$ cat config.mk
export PLATFORM = sky130hd
export DESIGN_NAME = baud_tick_gen
export DESIGN_NICKNAME = d
export VERILOG_FILES = /design/src/rtl/baud_tick_gen.sv
export SDC_FILE = /design/constraint.sdc
export NUM_CORES = 1
export LEC_CHECK = 0
export BUFFER_PORTS_ARGS = -buffer_cell sky130_fd_sc_hd__buf_2
export CAP_MARGIN = 20
export CORE_UTILIZATION = 56
export DETAILED_ROUTE_END_ITERATION = 10
export PLACE_DENSITY = 0.79
export SYNTH_ARGS = -nofsm -noshare
export SYNTH_HDL_FRONTEND = slang
export SYNTH_SLANG_ARGS = --single-unit
$ cat constraint.sdc
create_clock -name clk -period 2.2 [get_ports clk]
set_clock_uncertainty 0.05 [all_clocks]
set_input_delay 0.22 -clock clk [delete_from_list [all_inputs] [get_ports clk]]
set_output_delay 0.22 -clock clk [all_outputs]
set_load 0.01 [all_outputs]
$ cat src/rtl/baud_tick_gen.sv
module baud_tick_gen #(
  parameter int RELOAD_W = 13,
  parameter int FRAC_W   = 10,
  parameter int SYNC_DIV = 4
) (
  input  logic                clk,
  input  logic                rst_n,
  input  logic                run,
  input  logic                bypass,
  input  logic                sync_mode,
  input  logic [RELOAD_W-1:0] reload,
  input  logic [FRAC_W-1:0]   step,
  output logic                tick_os,
  output logic                tick_sync
);
  localparam int PRE_W = (SYNC_DIV > 1) ? $clog2(SYNC_DIV) : 1;
  localparam logic [PRE_W-1:0] PRE_LAST = PRE_W'(SYNC_DIV - 1);

  logic [FRAC_W-1:0]   acc;
  logic [RELOAD_W-1:0] cnt;
  logic [PRE_W-1:0]    pre;
  logic [FRAC_W:0]     acc_sum;
  logic                en, at_zero, rl_pulse;

  assign acc_sum  = {1'b0, acc} + {1'b0, step};
  assign en       = run & (bypass | acc_sum[FRAC_W]);
  assign at_zero  = (cnt == '0);
  assign rl_pulse = en & at_zero;

  always_ff @(posedge clk) begin
    if (!rst_n) begin
      acc       <= '0;
      cnt       <= '0;
      pre       <= '0;
      tick_os   <= 1'b0;
      tick_sync <= 1'b0;
    end else if (!run) begin
      acc       <= '0;
      cnt       <= reload;
      pre       <= '0;
      tick_os   <= 1'b0;
      tick_sync <= 1'b0;
    end else begin
      acc <= acc_sum[FRAC_W-1:0];
      if (en) cnt <= at_zero ? reload : cnt - 1'b1;
      if (rl_pulse && sync_mode) pre <= (pre == PRE_LAST) ? '0 : pre + 1'b1;
      tick_os   <= rl_pulse & ~sync_mode;
      tick_sync <= rl_pulse & sync_mode & (pre == PRE_LAST);
    end
  end

  p_reset_quiet_r1: assert property (@(posedge clk)
    !rst_n |=> !tick_os && !tick_sync);

  p_bypass_counts_r3: assert property (@(posedge clk) disable iff (!rst_n)
    run && bypass && cnt != '0 |=> cnt == $past(cnt) - 1'b1);

  p_wrap_reload_r4: assert property (@(posedge clk) disable iff (!rst_n)
    run && bypass && cnt == '0 |=> cnt == $past(reload));

  p_mode_excl_r5: assert property (@(posedge clk) disable iff (!rst_n)
    !(tick_os && tick_sync));

  p_sync_no_os_r5: assert property (@(posedge clk) disable iff (!rst_n)
    run && sync_mode |=> !tick_os);

  p_stop_quiet_r6: assert property (@(posedge clk) disable iff (!rst_n)
    !run |=> !tick_os && !tick_sync && acc == '0);

  p_stop_tracks_r7: assert property (@(posedge clk) disable iff (!rst_n)
    !run |=> cnt == $past(reload));
endmodule

Word level (Yosys, flattened, before mapping)
Cells that the tools add are included.

word-level totals
  bits in registers = 27
  bits of input ports = 28
  output and inout bits = 2
  word-level logic and storage cells = 24

cells by class
  add/subtract/negate cells = 3
  eq/ne operators = 2
  multiplexer cells = 4
  bitwise gates (word level) = 7
  reductions and logical operators = 3

operators with widths
  kind                                                                      number
  13-bit two-way mux                                                        3
  13-bit zero test                                                          1
  13-bit by 1-bit subtractor with 13-bit output (second input constant)     1
  10-bit by 10-bit adder with 11-bit output                                 1
  1-bit AND                                                                 5
  2-bit by 1-bit adder with 2-bit output (second input constant)            1
  2-bit equality test (second input constant)                               1
  2-bit two-way mux                                                         1
  2-bit by 1-bit inequality test with 1-bit output (second input constant)  1
  2-bit AND reduction                                                       1
  1-bit logical AND                                                         1
  1-bit inverter                                                            1
  1-bit OR                                                                  1

Logic depth before layout (Yosys ltp)
  word-level depth = 6
  depth in mapped cells = 9
  depth with buffers taken out = 8

Worst setup path before layout
Ideal clock, no wire load.

  path type = flip-flop to flip-flop
  from = register acc[0]
  to = register cnt[9]
  setup time = 117 ps
  arrival = 1858 ps
  data required time = 2033 ps
  setup slack = 174 ps
  stages on the path, launching flop included = 10
  buffers on the path = 1
  period minus slack after synthesis = 2026 ps
  cells stage by stage = dfxtp_1 > ha_1 > inv_1 > fa_1 > nor2b_4 > o31a_1 > o31a_1 > buf_6 > o21ai_1 > a32o_1

between the ends
  word-level cells in the longest chain between the ends = 4

RTL lines
  what                                                        RTL line  RTL
  start: declaration                                          19        logic [FRAC_W-1:0] acc;
  start signal: assignment                                    44        acc <= acc_sum[FRAC_W-1:0];
  10-bit by 10-bit adder with 11-bit output                   25        assign acc_sum = {1'b0, acc} + {1'b0, step};
  1-bit OR                                                    26        assign en = run & (bypass | acc_sum[FRAC_W]);
  1-bit AND                                                   26
  2-bit by 1-bit inequality test with 1-bit output (no line)  n/a
  end signal: assignment                                      39        cnt <= reload;
  end signal: assignment                                      45        if (en) cnt <= at_zero ? reload : cnt - 1'b1;
  end: declaration                                            20        logic [RELOAD_W-1:0] cnt;

Every way passes these cells.
A chain may end at the register's enable or synchronous reset.

Worst setup path after layout
  from = register acc[0]
  to = register cnt[8]

The elaborated chain is that of the path after synthesis.

==> qor.yml <==
placement:
  portBuffers: 29
  dp.cells: 297
  hpwl_mm: 3.05
  gp_congestion: 0.906
floorplan:
  core_mm2: 0.00305
  die_area_mm2: 0.00348
  start_util: 0.595
  fp.dieW_um: 59.0
  num_rows: 20
  io_pins: 30
  die_y_um: 59.0
setup_path:
  arrival_ns: 2.37
  r2r.worst_path.cells: 9
  cpMostUsedCell: "o31a_1"
  slowest_stage: "fa_2"
  r2r-start: "acc[0]"
  path_max_fanout: 6
  cpLargestDelayFamily: "compound AO/OA/AOI/OAI gates"
  start_kind: "flip-flop"
  r2r_setup_slack_ns: 0.04
  slowest_delay_ns: 0.38
  r2r_end: "cnt[8]"
  worst-setup-path-type: "reg2reg"
  timing.critical_path.required_ns: 2.41
  critPathCaptureType: "flip-flop"
  worstPathBufferInverterCount: 2
  critical_path.cell_chain: "ha_4, inv_2, fa_2, nor2b_4, o31a_1, o31a_1, buf_6, o22ai_1, a32o_1"
synthesis:
  ys_warn_count: 0
  synth_ff_type: "dfxtp_1"
  async_flop_share: 0
  syn_nets: 262
  synth-seq-area-share: 0.298
  synthCells: 221
  synth_area_per_cell_um2: 8.22
  synth_largest_area_cell: "dfxtp_1"
  synthDistinctLibCells: 53
  synthesis.area_mm2: 0.00182
  ys_top_cells_by_count: "dfxtp_1, nand2_1, nor2_1"
  ys_seq_elements: 27
  synth_area_leaders: "dfxtp_1, ha_1, nand2_1, nor2_1, o22ai_1"
  synth_edf_count: 0
  synth_top_area_frac: 0.298
global_route:
  grt_pass1_vias: 1560
  grt_pass1_wl_mm: 7.00
  grt_max_degree: 19
  grt-ovfl-total: 0
  antenna_found_initial: 0
  track_usage: 0.262
clock_tree:
  path_clk_slew_ns: 0.16
  clock_path_buffers: 2
  clk_latency_ns: 0.34
  cts_tree: "done"
  htreeDepth: 1
  cts-root-buf: "clkbuf_4"
  cts_buffers: 3
  clkSinkCount: 27
final_layout:
  fin_nets: 304
  drive_above_1_share: 0.252
  instances_no_fill: 306
  diodes: 0
  area_growth_pct: 19.4
power:
  p_total_mw: 1.29
  p_leak_nw: 0.899
  power_density_mw_per_mm2: 592
  peakVddDrop_v: 0.000341
route:
  drc: 0
  wl_per_cell_um: 14.3
  drtAntennaViolNets: 0
  via_per_inst: 5.97
  vias: 1828
  dr.first_iter.drc_count: 108
  wirelength_mm: 4.39
  firstDrtPassIters: 5
sta:
  worstMarginPinSlew_ns: 0.586
  rsz0062_at_grt: "yes"
  hold_viol: 0
  slew_viol_final: 0
  post-route-period-util: 0.982
  setup_viol: 0
  max_slew_margin: 0.604
  fin_crit_ns: 2.16
  timing.fmax_mhz: 463
worst_hold_path:
  hold_start: "reload[0]"
  min_to: "cnt[0]"
  holdPathStages: 3
  hold_class: "in2reg"
run:
  cap_viol_max_count: 0
outcome:
  status: "complete, no violations"
## worst max path at each step
stage,start,endpoint,cells after the start
after floorplan,acc[0],cnt[9],9
after detailed placement,step[0],cnt[8],9
final,acc[0],cnt[8],9
after global placement,step[0],cnt[8],9
after CTS,acc[0],cnt[6],8
after global routing,cnt[0],pre[0],6
## cell families (layout without fill, tap and decap cells)
| family | count (synthesis) | count (layout) | share of synthesized area |
|---|---|---|---|
| buffers and inverters | 19 | 59 | 0.0530 |
| adders and majority gates | 13 | 13 | 0.0937 |
| and+or+nand+nor | 85 | 85 | 0.240 |
| xor gates and xnor gates | 2 | 2 | 0.00964 |
| muxes | 5 | 5 | 0.0275 |
| AOI/OAI and AO/OA | 70 | 71 | 0.278 |
| DFF | 27 | 27 | 0.298 |
## per-stage QoR
step	utilization	hold WS, ns	setup TNS [ns]	instance area [um2]	worst slack (ns)
finish	0.711	0.101	0	2170	0.0390
CTS	0.688	0.0115	-0.0246	2100	-0.0246
global placement	0.671	0.373	-0.00170	2050	-0.00170
floorplan	-	0.249	0	1820	0.174
global route	0.711	0.103	-0.295	2170	-0.0636
detailed placement	0.671	0.382	-0.236	2050	-0.0762
## cell type report
cell class	count	area [um2]
well taps	44	55.1
fillers	262	883
clock buffers	3	22.5
flip-flops and latches	27	542
multi-input cells	176	1230
clock inverters	1	5.00
repair buffers	45	275
inverters	10	37.5
## routing by layer
layer | vias up | track usage | wire length (um)
li1 | 914 | - | -
met1 | 829 | 0.398 | 2100
met2 | 78 | 0.385 | 1920
met3 | 7 | 0.0286 | 321
met4 | 0 | 0.0816 | 48
met5 | - | 0 | 0
## where the power goes
group	internal [mW]	switching (mW)	total, mW
Sequential	0.535	0.0523	0.588
Clock	0.0686	0.164	0.233
Combinational	0.211	0.255	0.465
Total	0.814	0.471	1.29
## worst register-to-register path: stages, from the launching register on
cell and delay, ns:
dfxtp_2 0.37, ha_4 0.13, inv_2 0.04, fa_2 0.38, nor2b_4 0.13, o31a_1 0.31
o31a_1 0.25, buf_6 0.14, o22ai_1 0.09, a32o_1 0.20
## timing repair
item,in CTS,in global routing
hold endpoints to repair,0,1
gates cloned,1,0
hold buffers,0,1
gates resized for setup,3,10
pin swaps,2,9
endpoints found under the setup margin,4,16
buffers inserted,0,3
## registers in the layout, summed over array words and instances (netlist names)
signal	flops
tick_os	1
cnt	13
tick_sync	1
pre	2
acc	10
## cells in the final DEF (no fill, tap or decap), types with 2 or more instances in the layout
cell	n
a211oi_1	4
a21oi_1	12
a32o_1	3
and2_1	3
buf_2	29
buf_4	13
buf_6	2
clkbuf_4	3
dfxtp_1	26
ha_1	11
inv_1	8
mux2i_1	5
nand2_1	27
nand3_1	6
nand4_1	2
nor2_1	21
nor3_1	9
nor4_1	4
o21a_1	5
o21ai_0	5
o21ai_1	5
o221ai_1	3
o22ai_1	13
o31a_1	2
o31ai_1	3
o31ai_4	2
or2_2	2
xor2_1	2
(Power assumes the default switching activity.)
